File: config.mk
export PLATFORM = sky130hd
export DESIGN_NAME = stepacc_top
export DESIGN_NICKNAME = d
export VERILOG_FILES = /design/src/rtl/stepacc_pkg.sv /design/src/rtl/stepacc_ctrl.sv /design/src/rtl/stepacc_acc.sv /design/src/rtl/stepacc_top.sv
export SDC_FILE = /design/constraint.sdc
export NUM_CORES = 1
export LEC_CHECK = 0
export BUFFER_PORTS_ARGS = -buffer_cell sky130_fd_sc_hd__buf_2
export CAP_MARGIN = 20
export CORE_MARGIN = 10
export CORE_UTILIZATION = 40
export CTS_CLUSTER_DIAMETER = 150
export CTS_CLUSTER_SIZE = 28
export DETAILED_ROUTE_END_ITERATION = 12
export GPL_ROUTABILITY_DRIVEN = 0
export PLACE_DENSITY = 0.68
export SKIP_LAST_GASP = 1
export SLEW_MARGIN = 25
export SYNTH_ARGS = -nofsm -noshare
export SYNTH_HDL_FRONTEND = slang
export SYNTH_SLANG_ARGS = --single-unit
File: constraint.sdc
create_clock -name clk -period 4.3 [get_ports clk]
set_input_delay 0 -clock clk [delete_from_list [all_inputs] [get_ports clk]]
set_output_delay 0 -clock clk [all_outputs]
set_load 0.01 [all_outputs]
File: src/rtl/stepacc_pkg.sv
package stepacc_pkg;

  typedef enum logic [1:0] {
    ST_IDLE = 2'd0,
    ST_FIRE = 2'd1,
    ST_HOLD = 2'd2
  } step_state_e;

endpackage

File: src/rtl/stepacc_ctrl.sv
module stepacc_ctrl
  import stepacc_pkg::*;
(
  input  logic        clk,
  input  logic        rst_n,
  input  logic        go_i,
  input  logic        relatch_i,
  output logic        step_o,
  output step_state_e state_o
);

  step_state_e state_q;
  step_state_e state_d;

  always_comb begin
    state_d = state_q;
    unique case (state_q)
      ST_IDLE: if (go_i)      state_d = ST_FIRE;
      ST_FIRE:                state_d = ST_HOLD;
      ST_HOLD: if (relatch_i) state_d = ST_IDLE;
      default:                state_d = ST_IDLE;
    endcase
  end

  always_ff @(posedge clk or negedge rst_n) begin
    if (!rst_n) state_q <= ST_IDLE;
    else        state_q <= state_d;
  end

  assign step_o  = (state_q == ST_FIRE);
  assign state_o = state_q;

  // a press in idle yields a step on the next cycle
  assert_go_fires_R2: assert property (@(posedge clk) disable iff (!rst_n)
    (state_o == ST_IDLE && go_i) |=> step_o);

  // the step is never longer than one cycle
  assert_step_single_R2: assert property (@(posedge clk) disable iff (!rst_n)
    step_o |=> !step_o);

  // fire is always followed by hold
  assert_fire_to_hold_R3: assert property (@(posedge clk) disable iff (!rst_n)
    step_o |=> (state_o == ST_HOLD));

  // no step can come out of hold without a relatch press
  assert_hold_blocks_R3: assert property (@(posedge clk) disable iff (!rst_n)
    (state_o == ST_HOLD && !relatch_i) |=> (state_o == ST_HOLD && !step_o));

  // relatch in idle changes nothing
  assert_relatch_idle_R4: assert property (@(posedge clk) disable iff (!rst_n)
    (state_o == ST_IDLE && !go_i) |=> (state_o == ST_IDLE));

endmodule

File: src/rtl/stepacc_acc.sv
module stepacc_acc #(
  parameter int IN_W  = 4,
  parameter int ACC_W = 8
) (
  input  logic             clk,
  input  logic             rst_n,
  input  logic             clr_i,
  input  logic             en_i,
  input  logic [IN_W-1:0]  sample_i,
  output logic [ACC_W-1:0] total_o
);

  localparam int EXT_W = ACC_W - IN_W;

  // sign-extend the narrow sample to the total's width
  function automatic logic [ACC_W-1:0] widen(input logic [IN_W-1:0] s);
    logic [ACC_W-1:0] r;
    r = '0;
    for (int i = 0; i < ACC_W; i++) begin
      r[i] = (i < IN_W) ? s[i] : s[IN_W-1];
    end
    return r;
  endfunction

  // modular add; the carry out of the top bit is dropped
  function automatic logic [ACC_W-1:0] wrap_add(input logic [ACC_W-1:0] a,
                                                input logic [IN_W-1:0]  s);
    return a + widen(s);
  endfunction

  logic [ACC_W-1:0] total_q;
  logic [ACC_W-1:0] sum_w;

  generate
    if (EXT_W > 0) begin : g_wide
      assign sum_w = wrap_add(total_q, sample_i);
    end else begin : g_narrow
      assign sum_w = total_q + sample_i[ACC_W-1:0];
    end
  endgenerate

  always_ff @(posedge clk or negedge rst_n) begin
    if (!rst_n)      total_q <= '0;
    else if (clr_i)  total_q <= '0;
    else if (en_i)   total_q <= sum_w;
  end

  assign total_o = total_q;

  // clear wins over any step in the same cycle
  assert_clear_zero_R7: assert property (@(posedge clk) disable iff (!rst_n)
    clr_i |=> (total_o == '0));

  // with neither clear nor step the total is held
  assert_hold_total_R8: assert property (@(posedge clk) disable iff (!rst_n)
    (!clr_i && !en_i) |=> $stable(total_o));

  // the sign of the added amount follows the sample's top bit
  assert_neg_step_R5: assert property (@(posedge clk) disable iff (!rst_n)
    (!clr_i && en_i && sample_i[IN_W-1]) |=>
      ((total_o - $past(total_o)) >= widen({1'b1, {(IN_W-1){1'b0}}})));

  // a zero sample leaves the total unchanged
  assert_zero_step_R5: assert property (@(posedge clk) disable iff (!rst_n)
    (!clr_i && en_i && sample_i == '0) |=> $stable(total_o));

endmodule

File: src/rtl/stepacc_top.sv
module stepacc_top
  import stepacc_pkg::*;
#(
  parameter int IN_W  = 4,
  parameter int ACC_W = 8
) (
  input  logic             clk,
  input  logic             rst_n,
  input  logic             go_i,
  input  logic             relatch_i,
  input  logic             clr_i,
  input  logic [IN_W-1:0]  sample_i,
  output logic [ACC_W-1:0] total_o,
  output logic             step_o
);

  logic        step_w;
  step_state_e state_w;

  stepacc_ctrl u_ctrl (
    .clk       (clk),
    .rst_n     (rst_n),
    .go_i      (go_i),
    .relatch_i (relatch_i),
    .step_o    (step_w),
    .state_o   (state_w)
  );

  stepacc_acc #(.IN_W(IN_W), .ACC_W(ACC_W)) u_acc (
    .clk      (clk),
    .rst_n    (rst_n),
    .clr_i    (clr_i),
    .en_i     (step_w),
    .sample_i (sample_i),
    .total_o  (total_o)
  );

  assign step_o = step_w;

  // the first cycle out of reset is idle with a zero total
  assert_reset_state_R1: assert property (@(posedge clk)
    $rose(rst_n) |-> (total_o == '0 && !step_o && state_w == ST_IDLE));

endmodule

# Word-level counts from Yosys, hierarchy flattened
# Cells that the tools add are included.
# totals
register_bits	10
latch_bits	0
ram_bits	0
romBits	0
in_bits	9
out_inout_bits	9
elab_cells	15
memories	0
# classes
add_sub_neg	1
n_mul	0
div	0
magnitude_cmp	0
eq_ne	4
n_shift	0
mux	5
bitwise_logic	0
reduce_logical	3
# op_table
op	n
$mux 8	2
$add 8x8->8	1
$pmux 2 s3	1
$mux 2	2
$ne 2x2->1 const B	2
$eq 2x1->1 const B	1
$eq 2x2->1 const B	1
$logic_not 2->1	1
$reduce_and 2->1	1
$reduce_bool 2->1	1

# Longest topological paths before layout
# Gate-level depths: netlist of the first run.
# depth
depth_word	3
depth_mapped	7
depth_no_buf	7

# Modules after synthesis
# A second synthesis of the first run with hierarchy kept.
# unflattened
cells_unflattened	72
hier_area_um2	732.0
# modules_own_cells
module	instances	cells_per_inst	area_per_inst_um2	seq_area_each_um2
stepacc_acc	1	66	646.9	200.2
stepacc_ctrl	1	6	85.1	50.0

# Worst setup path after synthesis of the first run
# Ideal clock, no wire load.
# synth_path
kind	reg-to-reg
startpoint	register u_acc.total_q[0] (netlist: u_acc.total_o[0])
endpoint	register u_acc.total_q[6] (netlist: u_acc.total_o[6])
setup_ps	122
arrival_time_ps	1731
t_required_ps	4178
path_slack_ps	2448
stages_incl_launch_ff	8
path_buffers	0
synth_period_minus_slack_ps	1852
path_cell_list	dfrtp_1 > ha_1 > fa_1 > a21o_1 > a21oi_1 > o21ai_0 > mux2i_1 > nand2_1
# synth_via
elab_chain_len	3
# synth_lines
item	line_no	text
start: declaration	stepacc_acc.sv:31	logic [ACC_W-1:0] total_q;
start signal: assignment	stepacc_acc.sv:45	else if (en_i) total_q <= sum_w;
$add 8x8->8	stepacc_acc.sv:28	return a + widen(s);
$mux 8	stepacc_acc.sv:45	
$mux 8	stepacc_acc.sv:44	else if (clr_i) total_q <= '0;
# Every way passes these cells. The select of a mux whose other input is x is not followed.
# A chain may end at the register's enable or synchronous reset.

# Final worst setup path of the first run
# Ends and elaborated chain as after synthesis.

==> results of run 1 <==
-- path summary, 6_finish.rpt --
path,startpoint,to,slack (ns)
worst max-delay path,u_acc.total_o[0],u_acc.total_o[6],2.38
max in group asynchronous,rst_n,u_acc.total_o[7],3.99
worst min register to register,u_ctrl.state_o[1],u_ctrl.state_o[0],0.46
min in group asynchronous,rst_n,u_acc.total_o[3],0.10
worst max register to register,u_acc.total_o[0],u_acc.total_o[6],2.38
worst min-delay path,clr_i,u_acc.total_o[7],0.01
-- kinds of logic (layout without fill, tap and decap cells) --
logic type / Yosys count / after routing / share of synthesized area (%)
buffers and inverters: 7 / 28 / 4.88
xor gates and xnor gates: 2 / 2 / 2.36
and+or+nand+nor: 28 / 28 / 20.4
DFF: 10 / 10 / 33.7
adders and majority gates: 8 / 8 / 14.5
AOI/OAI and AO/OA: 22 / 22 / 20.9
muxes: 2 / 2 / 3.37
-- metal layers --
metal	vias to the layer above	GRT usage (%)
li1	338	-
met5	-	0
met2	22	13.8
met4	0	5.87
met1	327	10.6
met3	5	1.94
-- synthesized netlist by cell type, drive strengths merged (2+ instances only) --
master  number
ha           7
nand4        2
buf          2
nor3         2
dfrtp       10
nand3        5
a21oi        8
nand2b       2
xnor2        2
a211oi       2
inv          4
o21ai        3
nor4         2
nand2       10
a21o         3
-- area by class of cell --
class	instances	area, µm²
sequential	10	250
tap	25	31.3
inverter	4	15.0
clock buffer	4	36.3
timing repair buffer	20	115
fill	166	841
multi-input combinational	62	457
-- per-stage QoR --
stage	setup WS [ns]	instance area (µm²)	util [%]
finish	2.38	905	51.8
global route	2.21	905	51.8
CTS	2.37	905	51.8
detailed placement	2.41	838	48.0
global placement	2.43	838	48.0
floorplan	2.45	743	-
-- worst reg2reg max path, delay by kind of cell, from the launching register on --
| family | cells | cell delay, ns |
|---|---|---|
| flops | 1 | 0.40 |
| simple gates | 1 | 0.06 |
| compound gates | 3 | 0.56 |
| mux | 1 | 0.16 |
| fa+ha+maj | 2 | 0.64 |
-- layout by cell type, fill, tap and decap left out --
cell,instances
o21ai_1,1
a311oi_1,1
nand4_1,2
fa_1,1
dfrtp_1,10
mux2i_1,1
a211oi_2,1
a31oi_1,1
nand2b_2,1
o21ai_0,2
nor2_1,1
a211o_1,1
nor3_1,2
nor2b_1,1
mux2_4,1
buf_2,17
clkbuf_4,3
nand2b_1,1
a21oi_1,7
clkbuf_8,1
o21bai_1,1
o211ai_1,1
a21o_1,3
inv_1,3
a21oi_2,1
nor4_1,2
a2111oi_2,1
or4_1,1
xnor2_1,2
dlygate4sd3_1,3
nor3b_1,1
nand2_1,10
nand3_2,1
and4_1,1
inv_2,1
ha_1,7
a211oi_1,1
nand3_1,4
-- what timing repair did --
item	4_1_cts	5_1_grt
hold endpoints to repair	12	0
hold buffers	3	0
buffers inserted	0	0
-- flip-flops by register name, summed over array words and instances, names as in the netlist --
signal,flops
u_acc.total_o,8
u_ctrl.state_o,2
-- power breakdown --
part           leakage (nW)  switching (mW)  internal, mW
logic                 0.291           0.122        0.0872
clock network        0.0210          0.0389        0.0516
registers             0.134          0.0213         0.121
==> results.ini, run 1 <==
[place]
dp_cells=118
post-dp-hpwl_um=1350
io_buffers=17

[global_routing]
grt.total_usage_pct=8.87
grt_max_degree=14
grt_pass1_wl_um=2820
grt_pass1_vias=610
antenna_found_initial=0
grt_remaining_overflow=0

[critical_path]
path_class=flip-flop to flip-flop
cp-start-kind=flip-flop
cp.depth=7
critical_path.top_delay_family=adder cells
critPathMaxStageDelay_ns=0.41
r2r_cells=7
crit_buf_inv=0
crit_slowest_cell=fa_1
crit_chain=ha_1, fa_1, a21o_1, a21oi_1, o21ai_0, mux2i_1, nand2_1
required_ns=4.47
worstPathMaxFanout=3
end_kind=flip-flop
arrival_ns=2.09

[layout]
nets=118
drive_gt1_share_pct=28.0
num_antenna_cells=0
syn_to_final_growth_pct=21.7
finalNonFillerCells=125

[synth]
synth_edf_count=0
ys.flop_type=dfrtp_1
syn_inst=79
yosys_warnings=0
yosys_register_bits=10
async_flop_share_pct=100
synth-seq-area-share_pct=33.7
ys_types=37
syn_area_per_cell_um2=9.41
synth.area.top_cells=dfrtp_1, ha_1, nand2_1, a21oi_1, a21o_1
yosysTopAreaCell=dfrtp_1
synth_area_um2=743
syn-num-nets=96
synth_top_area_share_pct=33.7

[power_and_ir_drop]
irDropWorstVdd_mv=0.298
power_mw=0.442
power_density_nw_per_um2=488
leakagePower_nw=0.446

[die]
row_count=15
die_w_um=63.1
core_um2=1750
pin_count=18
initial_core_util_pct=42.6
die_area_um2=3980
die_y_um=63.1

[drt]
drt_iter0_markers=21
vias=692
routed.top_layer=met4
drc=0
via_per_inst=5.54
dr.pass1.iters=4
drt-met1-wl_um=773
dr_wl_met2_um=889
routedWlPerCell_um=14.4
drt-total-wl_um=1800
dr_wl_met3_um=87
drtAntennaViolNets=0

[status]
status=finished clean

[timing]
setup_tns_ns=0
drv_slew=0
final_hold_viol_count=0
hold_slack_ns=0.0105
setup_viol=0
max_slew_margin_pct=79.6
period_minus_slack_ns=1.92
worstMarginPinSlew_ns=0.304
finalCritPeriodShare_pct=44.8
clock-skew-final_ns=0.0127
max_freq_mhz=519
rsz0062_at_grt=false

[clock_network]
clock_path_buffers=2
clock-sinks=10
cts_tree=built
clk_pin_slew_ns=0.08
numCtsBuffers=3
htree_levels=1
cts-resized-gates=0
root_buffer=clkbuf_4
insertion_delay_ns=0.29

[min_path]
hold_class=input pin to flip-flop
hold_depth=2

[flow_run]
maxCapViolCount=0

No activity file was read; power rests on OpenSTA's default activity.
==> run 2: changes to the inputs <==
clock period = 2 ns   (was 4.3 ns; I/O delays follow)
==> run 2 against run 1 <==
- highest routed layer unchanged
- core utilization down 0.14 points
- power up 110%
- critical path depth unchanged
- clock power rose by 64%
- cell count unchanged
- wire length increased by 3.6%
==> results.ini, run 2 (same netlist as run 1, synthesis figures left out) <==
[critical_path]
endpoint=u_acc.total_o[6]
cp-start-kind=flip-flop
regToRegSetupSlack_ns=0.1  ; -2.28 ns
arrival_ns=2.07  ; -0.02 ns
worst_r2r_endpoint=u_acc.total_o[6]
end_kind=flip-flop
path_class=flip-flop to flip-flop
crit_slowest_cell=fa_1
worstPathMaxFanout=3  ; unchanged
r2r_cells=7  ; unchanged
setup.worst_path.start=u_acc.total_o[0]
crit_chain=ha_1, fa_1, a21o_1, a21oi_2, o21ai_0, mux2i_1, nand2_1
timing.rr.start=u_acc.total_o[0]
critPathMaxStageDelay_ns=0.42  ; about the same
required_ns=2.17  ; -2.30 ns

[clock_network]
root_buffer=clkbuf_4
htree_levels=1  ; unchanged
insertion_delay_ns=0.27  ; -0.02 ns
cts_tree=built
numCtsBuffers=3  ; unchanged
clk_pin_slew_ns=0.07  ; about the same
clock-sinks=10  ; unchanged
clock_path_buffers=2  ; unchanged
post_cts_buffers=0  ; unchanged

[layout]
nFillCells=172  ; +3.6%
nets=119  ; +0.85%
drive_gt1_share_pct=29.0  ; +1.0 points
num_antenna_cells=0  ; unchanged
multiInputGateArea_um2=460  ; +0.82%
finalNonFillerCells=125  ; unchanged
layout_commonest_cell=buf_2
fin_util_pct=51.7  ; -0.14 points
ff_latch_area_um2=250  ; unchanged
largest_reg_flops=8  ; unchanged
syn_to_final_growth_pct=21.4
final_cell_mix=buf_2, nand2_1, dfrtp_1, ha_1, a21oi_1

[die]
row_count=15  ; unchanged
die_y_um=63.1  ; unchanged
die_w_um=63.1  ; unchanged
pin_count=18  ; unchanged
core_um2=1750  ; unchanged
initial_core_util_pct=42.6  ; unchanged
die_area_um2=3980  ; unchanged

[power_and_ir_drop]
irDropWorstVdd_mv=0.596  ; +100%
power_density_nw_per_um2=1030  ; +110%
power_mw=0.928  ; +110%
leakagePower_nw=0.444  ; -0.46%

[place]
post-dp-hpwl_um=1350  ; -0.57%
dp_cells=119  ; +0.85%
place_ws_ns=0.0873  ; -2.32 ns
io_buffers=17  ; unchanged

[global_routing]
grt_pass1_vias=677  ; +11%
antenna_found_initial=0  ; unchanged
grt_remaining_overflow=0  ; unchanged
grt.total_usage_pct=8.88  ; about the same
grt_max_degree=13  ; -1
grt_pass1_wl_um=2890  ; +2.4%

[drt]
drc=0  ; unchanged
vias=680  ; -1.7%
drt-total-wl_um=1860  ; +3.6%
routedWlPerCell_um=14.9  ; +3.6%
dr.pass1.iters=4  ; unchanged
drt_iter0_markers=14  ; -33%
via_per_inst=5.44  ; -1.7%
drtAntennaViolNets=0  ; unchanged

[timing]
max_slew_margin_pct=80.2  ; +0.67 points
setup_tns_ns=0  ; unchanged
setup_viol=0  ; unchanged
period_minus_slack_ns=1.90  ; -0.0238 ns
setup_ws_ns=0.0988  ; -2.28 ns
worstMarginPinSlew_ns=0.294  ; -0.00966 ns
max_freq_mhz=526  ; +1.3%
finalCritPeriodShare_pct=95.1  ; +50 points
clock-skew-final_ns=0.00627  ; -0.00643 ns
final_hold_viol_count=0  ; unchanged
rsz0062_at_grt=false
drv_slew=0  ; unchanged

[flow_run]
maxCapViolCount=0  ; unchanged

[status]
status=finished clean

[min_path]
hold_class=input pin to flip-flop

[run 2: worst max-delay path: cells and delay by family (launching register included)]
kind                     cells  cell delay [ns]
adder cells (fa/ha/maj)      2             0.65
AND/OR/NAND/NOR              1             0.06
AO/OA/AOI/OAI                3             0.53
multiplexers                 1             0.16
flip-flops                   1             0.39
[run 2: final cells by class]
type / instances / share of cell area, %
inverter: 4 / 1.66
tap: 25 / 3.47
timing repair buffer: 21 / 13.6
sequential: 10 / 27.7
multi-input combinational: 62 / 51.0
clock buffer: 3 / 2.50
[run 2: metrics by stage]
stage,hold WS [ns],cell area [µm²]
floorplan,-0.296,743
global placement,-0.121,846
detailed placement,-0.113,846
CTS,0.0111,898
global route,0.0242,902
finish,0.0114,902
[run 2: worst min path at each step]
stage                             endpoint  startpoint  depth (start not counted)
after floorplan           u_acc.total_o[0]       rst_n                          0
after global placement    u_acc.total_o[0]       rst_n                          1
after detailed placement  u_acc.total_o[0]       rst_n                          1
after CTS                 u_acc.total_o[7]       clr_i                          2
after global routing      u_acc.total_o[7]       clr_i                          2
final                     u_acc.total_o[7]       clr_i                          2
[run 2: repair_timing]
item	4_1_cts	5_1_grt
setup endpoints to repair	0	2
gates resized for setup	0	1
hold buffers	3	0
hold endpoints to repair	12	0
[run 2: per-layer routing]
layer	track usage [%]	up-vias	wire length, µm
met4	5.03	0	38
met1	9.32	327	821
met2	15.7	15	920
li1	-	333	-
met3	2.12	5	82
met5	0	-	0
[run 2: report_power, final]
part	switching, mW	internal (mW)	total [mW]	leakage, nW
clock	0.0778	0.0698	0.148	0.0138
sequential	0.0452	0.260	0.305	0.134
combinational	0.275	0.200	0.475	0.296
==> run 3: changes to the inputs <==
ABC_CLOCK_PERIOD_IN_PS = 2000   (was unset)
RECOVER_POWER = 100   (was unset)
TNS_END_PERCENT = 20   (was unset)
==> run 3 against run 2 <==
- setup slack worse by 0.0013 ns
- clock power barely moved
- largest cell class unchanged
- core utilization decreased by 0.86 points
- clock-buffer cell count is the same
- combinational power decreased by 4.4%
- clock skew rose by 0.00090 ns
- fmax barely moved
- first-iteration DRC count unchanged
==> results.ini, run 3 (same netlist as run 1, synthesis figures left out) <==
[place]
place_area_um2=846  ; unchanged
io_buffers=17  ; unchanged
dp_cells=119  ; unchanged
post-dp-hpwl_um=1350  ; unchanged
place_ws_ns=0.0873  ; unchanged

[layout]
nFillCells=175  ; +1.7%
fin_area_um2=887  ; -1.7%
drive_gt1_share_pct=18.0  ; -11 points
num_antenna_cells=0  ; unchanged
finalNonFillerCells=125  ; unchanged
nets=119  ; unchanged
largest_reg_flops=8  ; unchanged
final_cell_mix=nand2_1, clkbuf_1, dfrtp_1, buf_2, ha_1
syn_to_final_growth_pct=19.4

[clock_network]
clk_pin_slew_ns=0.07  ; about the same
cts_tree=built
htree_levels=1  ; unchanged
insertion_delay_ns=0.28  ; about the same
root_buffer=clkbuf_4
clock_path_buffers=2  ; unchanged
numCtsBuffers=3  ; unchanged
clock-sinks=10  ; unchanged

[critical_path]
end_kind=flip-flop
path_class=flip-flop to flip-flop
timing.rr.start=u_acc.total_o[0]
crit_slowest_cell=fa_1
critPathMaxStageDelay_ns=0.42  ; about the same
worstPathMaxFanout=3  ; unchanged
required_ns=2.17  ; about the same
crit_chain=ha_1, fa_1, a21o_1, a21oi_2, o21ai_0, mux2i_1, nand2_1
cp-start-kind=flip-flop
crit_buf_inv=0  ; unchanged
setup.worst_path.start=u_acc.total_o[0]
arrival_ns=2.07  ; about the same
critical_path.top_delay_family=adder cells

[global_routing]
grt_max_degree=13  ; unchanged
grt_pass1_wl_um=2890  ; unchanged
antenna_found_initial=0  ; unchanged
grt.total_usage_pct=8.88  ; unchanged
grt_remaining_overflow=0  ; unchanged
grt_pass1_vias=677  ; unchanged

[drt]
drc=0  ; unchanged
dr.pass1.iters=4  ; unchanged
drt-total-wl_um=1870  ; +0.48%
drtAntennaViolNets=0  ; unchanged
routedWlPerCell_um=15.0  ; +0.48%
via_per_inst=5.48  ; +0.74%
drt_iter0_markers=14  ; unchanged
vias=685  ; +0.74%

[die]
initial_core_util_pct=42.6  ; unchanged
die_area_um2=3980  ; unchanged
die_y_um=63.1  ; unchanged
die_w_um=63.1  ; unchanged
pin_count=18  ; unchanged
core_um2=1750  ; unchanged
row_count=15  ; unchanged

[timing]
setup_tns_ns=0  ; unchanged
setup_viol=0  ; unchanged
drv_slew=0  ; unchanged
clock-skew-final_ns=0.00717  ; +0.000901 ns
setup_ws_ns=0.0975  ; -0.00130 ns
final_hold_viol_count=0  ; unchanged
finalCritPeriodShare_pct=95.1  ; about the same
worstMarginPinSlew_ns=0.581  ; +0.287 ns
max_slew_margin_pct=61.2  ; -19 points
max_freq_mhz=526  ; about the same
rsz0062_at_grt=false
period_minus_slack_ns=1.90  ; +0.00130 ns

[min_path]
hp-start=clr_i
hold_class=input pin to flip-flop

[power_and_ir_drop]
irDropWorstVdd_mv=0.581  ; -2.5%
leakagePower_nw=0.407  ; -8.4%
power_density_nw_per_um2=1020  ; -0.40%

[status]
status=finished clean

[flow_run]
maxCapViolCount=0  ; unchanged

==> run 3: timing repair <==
action                                  CTS  global route
endpoints found under the hold margin    12             0
hold buffers                              3             0
resized for setup                         0             1
endpoints found under the setup margin    0             2
setup buffers                             0             0
==> run 3: path summary, 6_finish.rpt <==
check                                     to  slack [ns]  cells after the start
hold reg to reg            u_ctrl.state_o[0]        0.45                      1
setup reg to reg            u_acc.total_o[6]         0.1                      7
max in group asynchronous   u_acc.total_o[1]        1.39                      2
min in group asynchronous   u_acc.total_o[5]        0.23                      2
hold / removal              u_acc.total_o[7]        0.01                      2
setup / recovery            u_acc.total_o[6]         0.1                      7
==> run 3: metal layers <==
metal | global-route usage (%) | up-vias | part of all wire, %
li1 | - | 333 | -
met1 | 9.32 | 336 | 44
met2 | 15.7 | 11 | 50
met3 | 2.12 | 5 | 3.5
met4 | 5.03 | 0 | 2.0
met5 | 0 | - | 0
==> run 3: power breakdown <==
group	total [mW]	leakage [nW]	internal, mW	switching [mW]
Sequential	0.307	0.134	0.260	0.0471
Clock	0.148	0.0138	0.0698	0.0783
Combinational	0.454	0.259	0.181	0.273
==> run 3: final cells by class <==
type | count | area, µm² | area share [%]
Tap cell | 25 | 31.3 | 3.53
Clock buffer | 3 | 22.5 | 2.54
Inverter | 4 | 15.0 | 1.69
Multi-Input combinational cell | 62 | 460 | 51.9
Sequential cell | 10 | 250 | 28.2
Timing Repair Buffer | 21 | 108 | 12.1
==> run 3: worst register-to-register path, cell delays in order, from the launching register on <==
cell	delay, ns
dfrtp_1	0.40
ha_1	0.24
fa_1	0.42
a21o_1	0.22
a21oi_2	0.17
o21ai_0	0.14
mux2i_1	0.16
nand2_1	0.06
==> run 3: metrics by stage <==
stage | hold WS [ns] | utilization (%) | power (mW)
after CTS | 0.0111 | 51.5 | 0.919
final | 0.0111 | 50.8 | 0.908
after detailed placement | -0.113 | 48.5 | 0.768
after floorplan | -0.296 | - | 0.647
after global placement | -0.121 | 48.5 | 0.759
after global routing | 0.0242 | 50.8 | 0.965
